[config.mk]
export PLATFORM = sky130hd
export DESIGN_NAME = top_octave_bank
export DESIGN_NICKNAME = d
export VERILOG_FILES = /design/src/rtl/tone_pkg.sv /design/src/rtl/half_period_sel.sv /design/src/rtl/tone_channel.sv /design/src/rtl/top_octave_bank.sv
export SDC_FILE = /design/constraint.sdc
export NUM_CORES = 1
export LEC_CHECK = 0
export BUFFER_PORTS_ARGS = -buffer_cell sky130_fd_sc_hd__buf_2
export CELL_PAD_IN_SITES_DETAIL_PLACEMENT = 1
export CELL_PAD_IN_SITES_GLOBAL_PLACEMENT = 1
export CORE_MARGIN = 2
export CORE_UTILIZATION = 40
export CTS_CLUSTER_DIAMETER = 150
export DETAILED_ROUTE_END_ITERATION = 10
export PLACE_DENSITY_LB_ADDON = 0.1
export SLEW_MARGIN = 10
export SYNTH_ARGS = -nofsm -noshare
export SYNTH_HDL_FRONTEND = slang
export SYNTH_SLANG_ARGS = --single-unit
export TNS_END_PERCENT = 5
[constraint.sdc]
create_clock -name clk -period 2.1 [get_ports clk]
set_input_delay 0.315 -clock clk [delete_from_list [all_inputs] [get_ports clk]]
set_output_delay 0.315 -clock clk [all_outputs]
set_load 0.01 [all_outputs]
[src/rtl/tone_pkg.sv]
package tone_pkg;

  localparam int unsigned NUM_TONES = 12;
  localparam int unsigned CNT_W     = 9;

  // Full-period divisors in half-rate ticks, highest note first
  localparam int unsigned TOP_DIVS [NUM_TONES] = '{
    239, 253, 268, 284, 301, 319, 338, 358, 379, 402, 426, 451
  };

  function automatic int unsigned high_ticks(input int unsigned n);
    return n / 2;
  endfunction

  function automatic int unsigned low_ticks(input int unsigned n);
    return n - (n / 2);
  endfunction

endpackage

[src/rtl/half_period_sel.sv]
module half_period_sel #(
  parameter int unsigned DIV = 239,
  parameter int unsigned CW  = 9
) (
  output logic [CW-1:0] hi_cnt,
  output logic [CW-1:0] lo_cnt
);

  localparam int unsigned HI = tone_pkg::high_ticks(DIV);

  assign hi_cnt = CW'(HI);

  generate
    if (DIV % 2 == 0) begin : g_sym
      assign lo_cnt = CW'(HI);
    end else begin : g_asym
      assign lo_cnt = CW'(HI + 1);
    end
  endgenerate

endmodule

[src/rtl/tone_channel.sv]
module tone_channel #(
  parameter int unsigned DIV = 239,
  parameter int unsigned CW  = 9
) (
  input  logic clk,
  input  logic rst,
  input  logic tick_en,
  output logic tone_o
);

  logic [CW-1:0] hi_cnt;
  logic [CW-1:0] lo_cnt;
  logic [CW-1:0] remain;
  logic          last_tick;

  half_period_sel #(.DIV(DIV), .CW(CW)) u_sel (
    .hi_cnt (hi_cnt),
    .lo_cnt (lo_cnt)
  );

  // The tick that takes the counter down to zero ends the half-period
  assign last_tick = (remain == CW'(1));

  always_ff @(posedge clk) begin
    if (rst) begin
      remain <= hi_cnt;
      tone_o <= 1'b0;
    end else if (tick_en) begin
      if (last_tick) begin
        tone_o <= ~tone_o;
        // Going high loads the high count, going low loads the low count
        remain <= tone_o ? lo_cnt : hi_cnt;
      end else begin
        remain <= remain - CW'(1);
      end
    end
  end

endmodule

[src/rtl/top_octave_bank.sv]
module top_octave_bank #(
  parameter int unsigned NCH        = tone_pkg::NUM_TONES,
  parameter int unsigned CW         = tone_pkg::CNT_W,
  parameter int unsigned DIVS [NCH] = tone_pkg::TOP_DIVS
) (
  input  logic           clk,
  input  logic           rst,
  input  logic           tick_en,
  output logic [NCH-1:0] tone
);

  generate
    for (genvar g = 0; g < NCH; g++) begin : g_ch
      tone_channel #(.DIV(DIVS[g]), .CW(CW)) u_ch (
        .clk     (clk),
        .rst     (rst),
        .tick_en (tick_en),
        .tone_o  (tone[g])
      );
    end
  endgenerate

endmodule

==> Yosys cells after proc, flatten, opt, wreduce, memory -nomap -nowiden <==
Cells that the tools add are included.
{ "word_totals": {"output_inout_bits": 12, "elab_cells": 90, "reg_bits": 120} }
{ "classes": {"add_sub_neg": 12, "n_mux": 18, "n_reduce_logical": 12, "n_eq_ne": 12, "bitwise_logic": 12} }
{ "op_table": {"columns": ["operator", "n"], "rows": [
  ["equality test 9 x 1 -> 1 bit (second input constant)", 12],
  ["2-to-1 mux 9 bit", 12],
  ["subtractor 9 x 1 -> 9 bit (second input constant)", 12],
  ["AND reduction 2 bit", 12],
  ["inverter 1 bit", 12],
  ["2-to-1 mux 6 bit", 1],
  ["2-to-1 mux 2 bit", 2],
  ["2-to-1 mux 4 bit", 1],
  ["2-to-1 mux 1 bit", 2]
]} }

==> Depth between registers and ports, before layout <==
{ "depth": {"word_depth": 2, "mapped_depth": 8, "depth_no_buf": 5} }

==> Modules after synthesis <==
Synthesis repeated with hierarchy kept, for this count alone.
{ "unflattened": {"cells_unflattened": 1143, "hier_area_um2": 10701.5} }
{ "by_module_without_submodules": {"columns": ["mod", "n_inst", "cells_each", "area_per_inst_um2", "seq_area_each_um2"], "rows": [
  ["tone_channel at g_ch[0].u_ch ...", 9, 75, 750.7, 290.3],
  ["tone_channel at g_ch[7].u_ch ...", 3, 76, 744.5, 290.3],
  ["half_period_sel", 12, 20, 142.6, 0.0]
]} }

==> Worst setup path before layout <==
No wires, ideal clock.
{ "synth_path": {"kind": "register to register", "startpoint": "register g_ch[0].u_ch.remain[0]", "endpoint": "register g_ch[0].u_ch.remain[3]", "setup_slack_ps": 219, "setup_ps": 116, "stages_incl_launch_ff": 5, "path_buffers": 0, "synth_period_minus_slack_ps": 1881, "required_time_ps": 1984, "arrival_ps": 1764, "cell_sequence": "dfxtp_1 -> ha_1 -> or4b_2 -> or4_1 -> o211a_1"} }
{ "synth_between": {"elab_chain_len": 2, "word_cells_on_any_way": 3, "classes_between": "add/sub (1); eq/ne (1); mux (1)"} }
{ "synth_rtl": {"columns": ["element", "line", "text"], "rows": [
  ["start: declaration", "tone_channel.sv:13", "logic [CW-1:0] remain;"],
  ["start signal: assignment", "tone_channel.sv:26", "remain <= hi_cnt;"],
  ["start signal: assignment", "tone_channel.sv:32", "remain <= tone_o ? lo_cnt : hi_cnt;"],
  ["start signal: assignment", "tone_channel.sv:34", "remain <= remain - CW'(1);"],
  ["subtractor 9 x 1 -> 9 bit or equality test 9 x 1 -> 1 bit (tied branches)", "tone_channel.sv:34, tone_channel.sv:22", null],
  ["2-to-1 mux 9 bit *", "tone_channel.sv:29", "if (last_tick) begin"]
]} }
Mark *: on every way between the ends. The rest lies on a longest branch, timed or not.
A chain may end at the register's enable or synchronous reset.

==> Worst setup path in the final report <==
{ "layout_path": {"startpoint": "register g_ch[5].u_ch.remain[1]", "endpoint": "register g_ch[5].u_ch.remain[1]"} }
{ "layout_between": {"elab_chain_len": 2, "word_cells_on_any_way": 3, "classes_between": "add/sub (1); eq/ne (1); mux (1)"} }
{ "layout_rtl": {"columns": ["element", "line"], "rows": [
  ["start: declaration", "tone_channel.sv:13"],
  ["start signal: assignment", "tone_channel.sv:26"],
  ["start signal: assignment", "tone_channel.sv:32"],
  ["start signal: assignment", "tone_channel.sv:34"],
  ["subtractor 9 x 1 -> 9 bit or equality test 9 x 1 -> 1 bit (tied branches)", "tone_channel.sv:34, tone_channel.sv:22"],
  ["2-to-1 mux 9 bit *", "tone_channel.sv:29"]
]} }
Marked as above.

==> metrics.txt <==
# TYPE chip_impl_metric gauge
chip_impl_metric{name="first_global_vias",unit=""} 5152
chip_impl_info{name="hold_path.class",value="input port to flop"} 1
chip_impl_metric{name="critical_path_maximum_fanout",unit=""} 6
chip_impl_info{name="cp-start-kind",value="flop"} 1
chip_impl_metric{name="report.final.hold_viol_count",unit=""} 0
chip_impl_info{name="cts_root_buffer",value="clkbuf_16"} 1
chip_impl_metric{name="tightest_slew_margin_relative_to_the_limit",unit=""} 0.456
chip_impl_metric{name="insertion_delay",unit="ns"} 0.41
chip_impl_metric{name="setup_ws",unit="ns"} 0.113
chip_impl_metric{name="power_switching",unit="mW"} 1.30
chip_impl_metric{name="timing.max_cap.violations",unit=""} 0
chip_impl_info{name="critPathKind",value="flop to flop"} 1
chip_impl_metric{name="routed_wire_length_per_instance",unit="um"} 15.5
chip_impl_metric{name="ctsLongestPathBuffers",unit=""} 2
chip_impl_metric{name="layout-drive-gt1-share",unit=""} 0.129
chip_impl_metric{name="synth_top_area_frac",unit=""} 0.393
chip_impl_metric{name="groute.usage.overall",unit=""} 0.181
chip_impl_metric{name="route.detailed.vias_per_inst",unit=""} 5.79
chip_impl_metric{name="m3_gr_usage",unit=""} 0.0494
chip_impl_metric{name="leakagePower",unit="nW"} 2.51
chip_impl_metric{name="remaining_drc_errors",unit=""} 0
chip_impl_metric{name="place.detailed.hpwl",unit="mm"} 9.77
chip_impl_metric{name="cts_sinks",unit=""} 120
chip_impl_metric{name="final.setup_skew",unit="ns"} 0.00394
chip_impl_metric{name="total_nets_final",unit=""} 721
chip_impl_info{name="synth_top_area_cell",value="dfxtp_1"} 1
chip_impl_metric{name="grtUsageMet2",unit=""} 0.301
chip_impl_metric{name="cp_data_arrival_time",unit="ns"} 2.29
chip_impl_metric{name="ys_seq_area_frac",unit=""} 0.393
chip_impl_metric{name="gp_routability_congestion",unit=""} 0.767
chip_impl_info{name="worstReg2RegStart",value="g_ch[5].u_ch.remain[1]$_SDFFE_PP1P_"} 1
chip_impl_info{name="status",value="completed"} 1
chip_impl_info{name="critical_path.endpoint_type",value="flop"} 1
chip_impl_metric{name="route.vias.total",unit=""} 5178
chip_impl_info{name="tritoncts",value="yes"} 1
chip_impl_metric{name="placed_cell_area",unit="um2"} 6370
chip_impl_metric{name="diodes",unit=""} 0
chip_impl_metric{name="area_growth_syn_to_layout",unit="%"} 14.7
chip_impl_metric{name="drv_slew",unit=""} 0
chip_impl_info{name="grt_setup_unrepaired",value="yes"} 1
chip_impl_metric{name="timing.hold.worst_path_depth",unit=""} 3
chip_impl_info{name="timing.rr.end",value="g_ch[5].u_ch.remain[1]$_SDFFE_PP1P_"} 1
chip_impl_metric{name="dr.pass1.iters",unit=""} 4
chip_impl_metric{name="die_width",unit="um"} 128
chip_impl_info{name="grt_busiest_layer",value="met2"} 1
chip_impl_metric{name="final.min_clock_period",unit="ns"} 1.99
chip_impl_metric{name="top_ports",unit=""} 15
chip_impl_metric{name="worst_r2r_path_depth",unit=""} 5
chip_impl_metric{name="synth_area",unit="um2"} 6110
chip_impl_metric{name="max_freq",unit="MHz"} 503
chip_impl_metric{name="synthesis.yosys.warnings",unit=""} 0
chip_impl_metric{name="synth-edff-count",unit=""} 0
chip_impl_info{name="synth_area_leaders",value="dfxtp_1 39%, or4_1 5.3%, ha_1 4.9%, o31ai_1 4.5%, or3_1 3.4%"} 1
chip_impl_metric{name="rrSetupSlack",unit="ns"} 0.11
chip_impl_metric{name="netSwitchingFraction",unit=""} 0.221
chip_impl_metric{name="drt_wl_total",unit="mm"} 13.9
chip_impl_metric{name="p_int",unit="mW"} 4.59
chip_impl_info{name="synth_ff_type",value="dfxtp_1"} 1
chip_impl_metric{name="final_area",unit="um2"} 7010
chip_impl_metric{name="ys_ff_latch",unit=""} 120
chip_impl_metric{name="cts_hold_buf",unit=""} 0
chip_impl_info{name="worst_hold_startpoint",value="rst"} 1
chip_impl_metric{name="cts.clk_slew.worst_paths",unit="ns"} 0.05
chip_impl_metric{name="placementRows",unit=""} 45
chip_impl_metric{name="placement.setup.worst_slack",unit="ns"} 0.0715
chip_impl_metric{name="grt_pass1_wl",unit="mm"} 24.1
chip_impl_metric{name="dr.first_iter.drc_count",unit=""} 188
chip_impl_metric{name="post_synth_inst_count",unit=""} 688
chip_impl_metric{name="cts_inserted_buffers",unit=""} 17
chip_impl_metric{name="period_share",unit=""} 0.946
chip_impl_metric{name="grt_start_max_net_pins",unit=""} 32
chip_impl_metric{name="initial_antenna_violation_count",unit=""} 0
chip_impl_metric{name="power.share.combinational",unit=""} 0.065
chip_impl_metric{name="met1_track_demand_over_resource",unit=""} 0.229
chip_impl_metric{name="finalSetupViolCount",unit=""} 0
chip_impl_metric{name="drt.antenna.violating_nets",unit=""} 0
chip_impl_metric{name="synth_cell_types",unit=""} 52
chip_impl_metric{name="die_area",unit="um2"} 16300
chip_impl_metric{name="avgSynthCellArea",unit="um2"} 8.88
chip_impl_metric{name="coreArea",unit="um2"} 15100
chip_impl_metric{name="max_slew.worst_pin.slew",unit="ns"} 0.808
chip_impl_metric{name="cp_data_required_time",unit="ns"} 2.40
chip_impl_metric{name="clock_power_share",unit=""} 0.522
chip_impl_metric{name="ir_drop",unit="mV"} 0.564
chip_impl_metric{name="totalPowerFinal",unit="mW"} 5.89
chip_impl_metric{name="overflow",unit=""} 0
chip_impl_metric{name="layout.core_utilization",unit=""} 0.464
chip_impl_metric{name="seq_power_share",unit=""} 0.412
chip_impl_metric{name="port_buffers",unit=""} 14
chip_impl_metric{name="htree_levels",unit=""} 4
chip_impl_info{name="hold-path-endpoint",value="g_ch[5].u_ch.remain[8]$_SDFFE_PP0P_"} 1
chip_impl_metric{name="post_synthesis_net_count",unit=""} 715
chip_impl_metric{name="initial_core_util",unit=""} 0.405
chip_impl_metric{name="die_h",unit="um"} 128
chip_impl_metric{name="cellPowerDensity",unit="nW/um2"} 841
chip_impl_metric{name="synthArstFlopShare",unit=""} 0
## cells by family after synthesis
family / count (synthesis) / synth area share
XOR/XNOR: 29 / 0.0416
buffers and inverters: 74 / 0.0565
AO/OA/AOI/OAI: 155 / 0.168
AND/OR/NAND/NOR: 277 / 0.275
adder cells (fa/ha/maj): 24 / 0.0492
flip-flops: 120 / 0.393
multiplexers: 9 / 0.0164
## power groups by stage
stage | combinational, mW | clock [mW] | sequential (mW)
after global placement | 0.369 | 0 | 2.47
after CTS | 0.391 | 3.15 | 2.43
after floorplan | 0.290 | 0 | 2.45
final | 0.386 | 3.07 | 2.43
after detailed placement | 0.389 | 0 | 2.48
after global routing | 0.442 | 3.26 | 2.44
## per-stage QoR
stage                     instances  setup TNS [ns]  hold slack [ns]
after global placement          863               0            0.464
after global routing            895        -0.00360            0.351
after CTS                       895               0            0.331
after floorplan                 688               0            0.446
final                           895               0            0.342
after detailed placement        863               0            0.479
## worst max-delay path: stages, from the launching register on
cell	delay [ns]
dfxtp_1	0.33
inv_1	0.08
ha_1	0.18
or4b_1	0.58
or4_4	0.57
o311ai_0	0.13
## layer usage
metal | wire [um] | up-vias
met5 | 0 | -
met4 | 182 | 0
met3 | 343 | 16
met2 | 6560 | 37
met1 | 6760 | 2517
li1 | - | 2608
## sequential cells by signal, indices dropped and copies added, names as in the netlist
register,flops
g_ch.u_ch.remain,108
g_ch.u_ch.tone_o,12
## worst max-delay path by stage
| stage | startpoint | to | cells past startpoint |
|---|---|---|---|
| CTS | g_ch[0].u_ch.remain[0]$_SDFFE_PP1P_ | g_ch[0].u_ch.remain[3]$_SDFFE_PP0P_ | 4 |
| detailed placement | g_ch[0].u_ch.remain[0]$_SDFFE_PP1P_ | g_ch[0].u_ch.remain[3]$_SDFFE_PP0P_ | 4 |
| finish | g_ch[5].u_ch.remain[1]$_SDFFE_PP1P_ | g_ch[5].u_ch.remain[1]$_SDFFE_PP1P_ | 5 |
| floorplan | g_ch[0].u_ch.remain[0]$_SDFFE_PP1P_ | g_ch[0].u_ch.remain[3]$_SDFFE_PP0P_ | 4 |
| global route | g_ch[5].u_ch.remain[1]$_SDFFE_PP1P_ | g_ch[5].u_ch.remain[1]$_SDFFE_PP1P_ | 5 |
| global placement | g_ch[0].u_ch.remain[0]$_SDFFE_PP1P_ | g_ch[0].u_ch.remain[3]$_SDFFE_PP0P_ | 4 |
## cell type report
cell class	instances	area, um2
inverters	28	105
multi-input cells	494	3380
repair buffers	33	263
clock buffers	23	478
fillers	1731	8080
well taps	188	235
clock inverters	9	145
flip-flops and latches	120	2400
## cell usage after synthesis (5+ instances only)
master       n
dfxtp_1    120
nand2_1     47
or4_1       43
a21oi_1     39
o31ai_1     37
nand3_1     35
nor2_1      35
or3_1       33
o21ai_0     30
clkbuf_1    26
inv_1       26
ha_1        24
xor2_1      23
nor4_1      16
nor2b_1     13
buf_4       12
nor4b_1     12
a31oi_1     10
or4b_1      10
mux2_2       8
or4b_2       8
a31o_2       7
a211oi_1     6
nand4bb_1    6
xnor2_1      6
nand3b_1     5
## repair_timing
action,CTS,global route
gates resized for setup,0,4
buffers inserted,0,0
endpoints found under the setup margin,0,9
## cell usage in the layout (no fill, tap or decap), drive strengths merged, types with 3 or more instances in the layout
cell type / instances
bufinv: 4
or4: 44
nand3b: 5
xnor2: 6
or4b: 18
o21ai: 30
nand4bb: 6
a211oi: 6
o31ai: 37
xor2: 23
nand2: 47
o311ai: 4
a21oi: 39
buf: 33
dfxtp: 120
nand3: 35
inv: 26
nor2b: 13
nor3b: 3
a311o: 4
or3: 33
nor3: 3
clkbuf: 23
mux2: 8
ha: 24
nor2: 35
nor4b: 12
clkinv: 7
a2111oi: 3
a31oi: 10
nor4: 16
a31o: 7
No activity file was read; power rests on OpenSTA's default activity.
